File: config.mk
export PLATFORM = sky130hd
export DESIGN_NAME = cpwm_gate
export DESIGN_NICKNAME = d
export VERILOG_FILES = /design/src/rtl/cpwm_pkg.sv /design/src/rtl/cpwm_timebase.sv /design/src/rtl/cpwm_fault.sv /design/src/rtl/cpwm_deadband.sv /design/src/rtl/cpwm_gate.sv
export SDC_FILE = /design/constraint.sdc
export NUM_CORES = 1
export LEC_CHECK = 0
export CORE_UTILIZATION = 43
export CTS_CLUSTER_DIAMETER = 40
export DETAILED_ROUTE_END_ITERATION = 6
export DONT_BUFFER_PORTS = 1
export PLACE_DENSITY = 0.63
export SLEW_MARGIN = 20
export SYNTH_ARGS = -nofsm -noshare
export SYNTH_HDL_FRONTEND = slang
export SYNTH_SLANG_ARGS = --single-unit
File: constraint.sdc
create_clock -name clk -period 3.1 [get_ports clk]
set_clock_uncertainty 0.15 [all_clocks]
set_input_delay 0.775 -clock clk [delete_from_list [all_inputs] [get_ports clk]]
set_output_delay 0.775 -clock clk [all_outputs]
set_load 0.01 [all_outputs]
File: src/rtl/cpwm_pkg.sv
package cpwm_pkg;

    localparam int CPWM_CNT_W = 8;
    localparam int CPWM_DT_W  = 4;

    typedef struct packed {
        logic sync1;
        logic sync2;
        logic latched;
    } flt_state_t;

endpackage

File: src/rtl/cpwm_timebase.sv
module cpwm_timebase #(
    parameter int CNT_W = cpwm_pkg::CPWM_CNT_W
) (
    input  logic             clk,
    input  logic             rst_n,
    input  logic [CNT_W-1:0] period,
    input  logic [CNT_W-1:0] duty,
    output logic             ref_o
);

    typedef struct packed {
        logic [CNT_W-1:0] cnt;
        logic [CNT_W-1:0] per;
        logic [CNT_W-1:0] dut;
    } tb_state_t;

    tb_state_t st_d, st_q;
    logic      wrap;

    always_comb begin
        st_d = st_q;
        wrap = (st_q.cnt == st_q.per);
        if (wrap) begin
            st_d.cnt = '0;
            st_d.per = period;
            st_d.dut = duty;
        end else begin
            st_d.cnt = st_q.cnt + 1'b1;
        end
        ref_o = (st_q.cnt < st_q.dut);
    end

    always_ff @(posedge clk or negedge rst_n) begin
        if (!rst_n) st_q <= '0;
        else        st_q <= st_d;
    end

    // the count never passes the shadowed period
    assert_cnt_bound_R1: assert property (@(posedge clk) disable iff (!rst_n)
        st_q.cnt <= st_q.per);

    // the shadows move only on the wrap cycle
    assert_shadow_hold_R1: assert property (@(posedge clk) disable iff (!rst_n)
        (st_q.cnt != st_q.per) |=> ($stable(st_q.dut) && $stable(st_q.per)));

endmodule

File: src/rtl/cpwm_fault.sv
module cpwm_fault (
    input  logic clk,
    input  logic rst_n,
    input  logic brk_i,
    input  logic ack_i,
    output logic flt_o
);

    cpwm_pkg::flt_state_t st_d, st_q;

    always_comb begin
        st_d       = st_q;
        st_d.sync1 = brk_i;
        st_d.sync2 = st_q.sync1;
        if (st_q.latched) st_d.latched = !(ack_i && !st_q.sync2);
        else              st_d.latched = st_q.sync2;
        flt_o = st_q.latched;
    end

    always_ff @(posedge clk or negedge rst_n) begin
        if (!rst_n) st_q <= '0;
        else        st_q <= st_d;
    end

    // no acknowledge, no release
    assert_latch_hold_R7: assert property (@(posedge clk) disable iff (!rst_n)
        (st_q.latched && !ack_i) |=> st_q.latched);

    // acknowledge ignored while the synchronized break is high
    assert_ack_ignored_R7: assert property (@(posedge clk) disable iff (!rst_n)
        (st_q.latched && st_q.sync2) |=> st_q.latched);

    // a synchronized break always lands in the latch
    assert_break_sets_R6: assert property (@(posedge clk) disable iff (!rst_n)
        st_q.sync2 |=> st_q.latched);

endmodule

File: src/rtl/cpwm_deadband.sv
module cpwm_deadband #(
    parameter int DT_W = cpwm_pkg::CPWM_DT_W
) (
    input  logic            clk,
    input  logic            rst_n,
    input  logic            ref_i,
    input  logic            blk_i,
    input  logic [DT_W-1:0] dead_i,
    output logic            hi_o,
    output logic            lo_o
);

    localparam logic [DT_W-1:0] RUN_MAX = {DT_W{1'b1}};

    typedef struct packed {
        logic [DT_W-1:0] run;
        logic            prev;
        logic            blkp;
        logic            hi;
        logic            lo;
    } db_state_t;

    db_state_t       st_d, st_q;
    logic            same;
    logic            open;
    logic [DT_W-1:0] len;

    always_comb begin
        st_d = st_q;
        same = (ref_i == st_q.prev) && !st_q.blkp;
        if (!same)                len = '0;
        else if (st_q.run == RUN_MAX) len = RUN_MAX;
        else                      len = st_q.run + 1'b1;
        open      = (len >= dead_i);
        st_d.run  = blk_i ? '0 : len;
        st_d.prev = ref_i;
        st_d.blkp = blk_i;
        st_d.hi   = !blk_i && ref_i && open;
        st_d.lo   = !blk_i && !ref_i && open;
        hi_o      = st_q.hi;
        lo_o      = st_q.lo;
    end

    always_ff @(posedge clk or negedge rst_n) begin
        if (!rst_n) st_q <= '0;
        else        st_q <= st_d;
    end

    // the pair never conducts together
    assert_no_overlap_R3: assert property (@(posedge clk) disable iff (!rst_n)
        !(st_q.hi && st_q.lo));

    // with a non-zero guard the high side cannot follow the low side at once
    assert_gap_lo_hi_R4: assert property (@(posedge clk) disable iff (!rst_n)
        (st_q.lo && dead_i != '0) |=> !st_q.hi);

    // and the reverse direction
    assert_gap_hi_lo_R4: assert property (@(posedge clk) disable iff (!rst_n)
        (st_q.hi && dead_i != '0) |=> !st_q.lo);

endmodule

File: src/rtl/cpwm_gate.sv
module cpwm_gate #(
    parameter int CNT_W = cpwm_pkg::CPWM_CNT_W,
    parameter int DT_W  = cpwm_pkg::CPWM_DT_W
) (
    input  logic             clk,
    input  logic             rst_n,
    input  logic [CNT_W-1:0] period,
    input  logic [CNT_W-1:0] duty,
    input  logic [DT_W-1:0]  dead_cnt,
    input  logic             out_en,
    input  logic             brk_in,
    input  logic             flt_ack,
    output logic             gate_hi,
    output logic             gate_lo,
    output logic             flt_stat
);

    logic ref_w;
    logic flt_w;
    logic blk_w;
    logic hi_w;
    logic lo_w;

    cpwm_timebase #(.CNT_W(CNT_W)) u_tb (
        .clk    (clk),
        .rst_n  (rst_n),
        .period (period),
        .duty   (duty),
        .ref_o  (ref_w)
    );

    cpwm_fault u_flt (
        .clk   (clk),
        .rst_n (rst_n),
        .brk_i (brk_in),
        .ack_i (flt_ack),
        .flt_o (flt_w)
    );

    always_comb blk_w = flt_w || !out_en;

    cpwm_deadband #(.DT_W(DT_W)) u_db (
        .clk    (clk),
        .rst_n  (rst_n),
        .ref_i  (ref_w),
        .blk_i  (blk_w),
        .dead_i (dead_cnt),
        .hi_o   (hi_w),
        .lo_o   (lo_w)
    );

    always_comb begin
        gate_hi  = hi_w && !blk_w;
        gate_lo  = lo_w && !blk_w;
        flt_stat = flt_w;
    end

    // a synchronized break shuts both gates from the cycle the flag sets
    assert_fault_quiet_R6: assert property (@(posedge clk) disable iff (!rst_n)
        $rose(flt_stat) |-> (!gate_hi && !gate_lo));

    // a release never turns a gate on in the very next cycle with a guard set
    assert_release_wait_R8: assert property (@(posedge clk) disable iff (!rst_n)
        (blk_w && dead_cnt != '0) |=> (!hi_w && !lo_w));

endmodule

# After elaboration in Yosys (flattened, before gate mapping)
# Cells that the tools add are included.
classes:
  n_addsub: 2
  multipliers: 0
  div: 0
  order_cmp: 2
  n_eq_ne: 3
  n_shift: 0
  n_mux: 5
  n_bitwise: 0
  n_reduce_logical: 15
op_table:
  columns: ["cell", "count"]
  rows:
  - ["two-way mux 4 bit", 3]
  - ["adder 8 x 1 -> 8 bit, second input constant", 1]
  - ["== test 8 bit", 1]
  - ["logical AND 1 bit", 8]
  - ["< comparator 8 bit", 1]
  - ["two-way mux 8 bit", 1]
  - ["logical NOT 1 bit", 6]
  - ["adder 4 x 1 -> 4 bit, second input constant", 1]
  - ["== test 4 bit, second input constant", 1]
  - [">= comparator 4 bit", 1]
  - ["== test 1 bit", 1]
  - ["logical OR 1 bit", 1]
  - ["two-way mux 1 bit", 1]
word_totals:
  register_bits: 35
  latch_bits: 0
  ramBits: 0
  romBits: 0
  output_inout_bits: 3
  elab_cells: 38
  n_memories: 0

# Logic depth before layout (Yosys ltp)
depth:
  depth_word: 6
  ltp_mapped: 13
  mapped_depth_nobuf: 13

# Cells and area by module
# Synthesis repeated with hierarchy kept, for this count alone.
hier_totals:
  cells_unflattened: 145
  hier_area_um2: 1834.3
modules_own_cells:
  columns: ["mod", "instances", "cells_per_inst", "area_per_inst_um2", "seq_area_each_um2"]
  rows:
  - ["cpwm_timebase", 1, 97, 1265.0, 600.6]
  - ["cpwm_deadband", 1, 40, 459.2, 200.2]
  - ["cpwm_fault", 1, 5, 86.3, 75.1]
  - ["cpwm_gate", 1, 3, 23.8, 0.0]

# Worst setup path before layout
# No wires, ideal clock.
synth_path:
  path_kind: "flip-flop to flip-flop"
  from: "reg u_tb.st_q[22] (netlist bit)"
  to: "reg u_db.st_q, in the netlist u_db.hi_o"
  setup_time_ns: 0.140
  arrival_ns: 2.661
  t_required_ns: 2.810
  path_slack_ns: 0.149
  path_stages_with_launch: 13
  path_buffers: 0
  period_less_slack_ns: 2.951
  path_cell_list: "dfrtp_1 ha_1 a21o_1 a21oi_1 mux2i_1 a211oi_4 a21o_1 ha_1 nand2b_1 a21o_1 a211oi_1 or3_1 nor3_1"
synth_lines:
  columns: ["item", "line_no", "text"]
  rows:
  - ["from (decl)", "cpwm_timebase.sv:17", "tb_state_t st_d, st_q;"]
  - ["from (signal assigned)", "cpwm_timebase.sv:35", "else st_q <= st_d;"]
  - ["to (signal assigned)", "cpwm_deadband.sv:46", "else st_q <= st_d;"]
  - ["to (decl)", "cpwm_deadband.sv:23", "db_state_t st_d, st_q;"]

==> impl_metrics.yaml <==
sta:
  fin_hold_ws_ns: 0.0318
  period_needed_ns: 2.95
  relSlewSlack_pct: 55.3
  worst_pin_slew_ns: 0.670
  fin_ws_ns: 0.152
  setup_tns_ns: 0
  hold_viol: 0
  report.final.slew_viol_count: 0
  period_share_pct: 95.1
  fmax_ghz: 0.339
  setup_viol_count_final: 0
power_and_ir_drop:
  power_frac_clock_pct: 15.6
  ir_drop_mv: 0.374
  p_comb_share_pct: 46.6
  seq_power_share_pct: 37.8
  p_sw_w: 0.000726
  p_int_w: 0.00125
  leakagePower_nw: 0.923
  p_per_area_mw_per_mm2: 936
  power_w: 0.00198
  switching_share_pct: 36.7
synth:
  synth_largest_area_cell: "dfrtp_1"
  synth_nets: 209
  ys_types: 35
  synth_xor_area_share_pct: 6.74
  syn_area_mm2: 0.00182
  synth-compound-area-share_pct: 10.2
  synth_simple_gate_area_share_pct: 15.7
  synth_top_family_by_area: "simple AND/OR/NAND/NOR gates"
  async_reset_ff_share_pct: 100
  ys_seq_area_share_pct: 48.1
  synth_cells: 171
  yosys_most_used_dff: "dfrtp_1"
  synth_top_area_share_pct: 48.1
  ys_warn_count: 0
  syn_area_per_cell_um2: 10.6
  synthMuxAreaShare_pct: 6.74
  synthAdderAreaFrac_pct: 8.93
  ys_ff_latch: 35
  synthTopCellsByArea: "dfrtp_1 (48%), ha_1 (8.9%), mux2_2 (4.9%), xnor2_1 (4.3%), nor2_1 (4.1%)"
  synth_edf_count: 0
floorplanning:
  die_area_mm2: 0.00450
  core_area_mm2: 0.00403
  die_x_um: 67.1
  ioPinCount: 28
  dieHeight_um: 67.1
  initial_core_util_pct: 45.2
  rows: 23
status:
  outcome: "finished, final reports clean"
route:
  dr.first_iter.drc_count: 57
  vias: 1241
  wl_mm: 3.38
  wl_per_cell_um: 14.2
  drc: 0
  viasPerCell: 5.24
  antenna_left: 0
  dr.pass1.iters: 4
clock_tree:
  clockBufferDepth: 2
  cts_tree: "built"
  hold_buffers: 0
  clk_latency_ns: 0.28
  cts_sinks: 35
  clk_pin_slew_ns: 0.07
  cts_buffers: 5
  root_buffer: "clkbuf_8"
  htreeDepth: 2
cells_and_area:
  fill_cells: 353
  layout_common_cells: "dfrtp_1 (33), nor2_1 (19), inv_1 (14), ha_1 (11), buf_4 (11)"
  drive_gt1_share_pct: 22.5
  layout_commonest_cell: "dfrtp_1"
  nets: 224
  syn_to_final_growth_pct: 16.2
  final_cells: 237
  diodes: 0
worst_setup_path:
  crit_slowest_cell: "or4_4"
  critPathMaxFanout: 4
  end_kind: "register"
  cp_cell_sequence: "ha_4 > or4_4 > a21oi_4 > nor3_4 > a211oi_4 > a21o_1 > ha_1 > nand2b_1 > a21o_1 > a211oi_1 > or3_1 > nor2_1"
  max_stage_delay_ns: 0.54
  cp_top_family: "simple AND/OR/NAND/NOR gates"
  arrival_ns: 2.97
  required_ns: 3.12
  path_common_cell: "a21o_1"
  critPathKind: "reg -> reg"
  cp-start-kind: "register"
  crit_buf_inv: 0
global_routing:
  grt_pass1_wl_mm: 5.61
  grt_max_degree: 36
  antenna_found_initial: 0
  grtUsageTotal_pct: 17.1
  grt_overflow_total: 0
  grt_pass1_vias: 1329
hold_path:
  hold_class: "in -> async"
flow_run:
  maxCapViolCount: 0
placed_design:
  place_hpwl_mm: 2.44
  pre_cts_ws_ns: -0.00681
  dp.cells: 223
  port-buffer-count: 0
  place_congestion: 0.796
[state kept, by name, summed over array words and instances (netlist names)]
name and cells:
u_flt.st_q 1, u_db.hi_o 1, u_db.lo_o 1, u_flt.flt_o 1, u_tb.st_q 24, u_flt.st_d 1
u_db.st_q 6
[layer usage]
metal	wire [um]	track usage, %	up-vias
met4	36	8.78	0
met5	0	0	-
met1	1580	20.4	596
li1	-	-	612
met3	181	5.82	4
met2	1580	27.0	29
[power by group through the flow]
stage / logic, W / clock network, W / registers (W)
6_report: 0.000923 / 0.000309 / 0.000747
5_1_grt: 0.00102 / 0.000344 / 0.000766
4_1_cts: 0.000727 / 0.000325 / 0.000747
3_5_place_dp: 0.000717 / 0 / 0.000755
3_3_place_gp: 0.000698 / 0 / 0.000747
2_1_floorplan: 0.000548 / 0 / 0.000735
[cell families after synthesis]
logic type	count (synthesis)
AOI/OAI and AO/OA	27
xor gates and xnor gates	14
adders and majority gates	13
buffers and inverters	17
DFF	35
muxes	11
and+or+nand+nor	54
[final timing paths]
| path | from | endpoint | slack, ns | depth (start not counted) |
|---|---|---|---|---|
| worst max register to register | u_tb.st_q[19] | u_db.lo_o | 0.15 | 12 |
| min in group clk | u_flt.st_d[1] | u_flt.st_q[1] | 0.21 | 0 |
| worst max-delay path | u_tb.st_q[19] | u_db.lo_o | 0.15 | 12 |
| worst min register to register | u_flt.st_d[1] | u_flt.st_q[1] | 0.21 | 0 |
| max in group asynchronous | rst_n | u_tb.st_q[22] | 2.66 | 0 |
| worst min-delay path | rst_n | u_tb.st_q[6] | 0.03 | 0 |
[stage by stage]
stage / util [%] / instance area (um^2)
finish: 52.5 / 2110
global route: 52.5 / 2110
CTS: 49.5 / 1990
global placement: 47.4 / 1910
detailed placement: 47.4 / 1910
floorplan: - / 1820
[cell type report]
cell class | instances | area [um^2] | share of cell area [%]
timing repair buffer | 11 | 82.6 | 3.91
inverter | 14 | 52.6 | 2.49
clock inverter | 1 | 5.00 | 0.237
tap | 50 | 62.6 | 2.96
multi-input combinational | 119 | 957 | 45.3
clock buffer | 7 | 76.3 | 3.61
sequential | 35 | 878 | 41.5
[cells in the mapped netlist, types with 2 or more instances]
cell / instances
o21ai_0: 8
xor2_1: 5
nand2_1: 8
or3_1: 2
nor2_1: 20
ha_1: 13
xnor2_1: 9
a2111oi_0: 2
and3_1: 2
a21o_1: 4
a21oi_1: 5
nand3_1: 8
o21a_1: 2
mux2_2: 8
inv_1: 14
nand4_1: 2
mux2_1: 2
nand3b_1: 2
dfrtp_1: 35
nand2b_1: 4
clkbuf_1: 2
[repair_timing]
action | 4_1_cts | 5_1_grt
gates resized for setup | 1 | 15
setup buffers | 0 | 6
pin swaps | 0 | 6
endpoints found under the setup margin | 1 | 2
(Power assumes the default switching activity.)
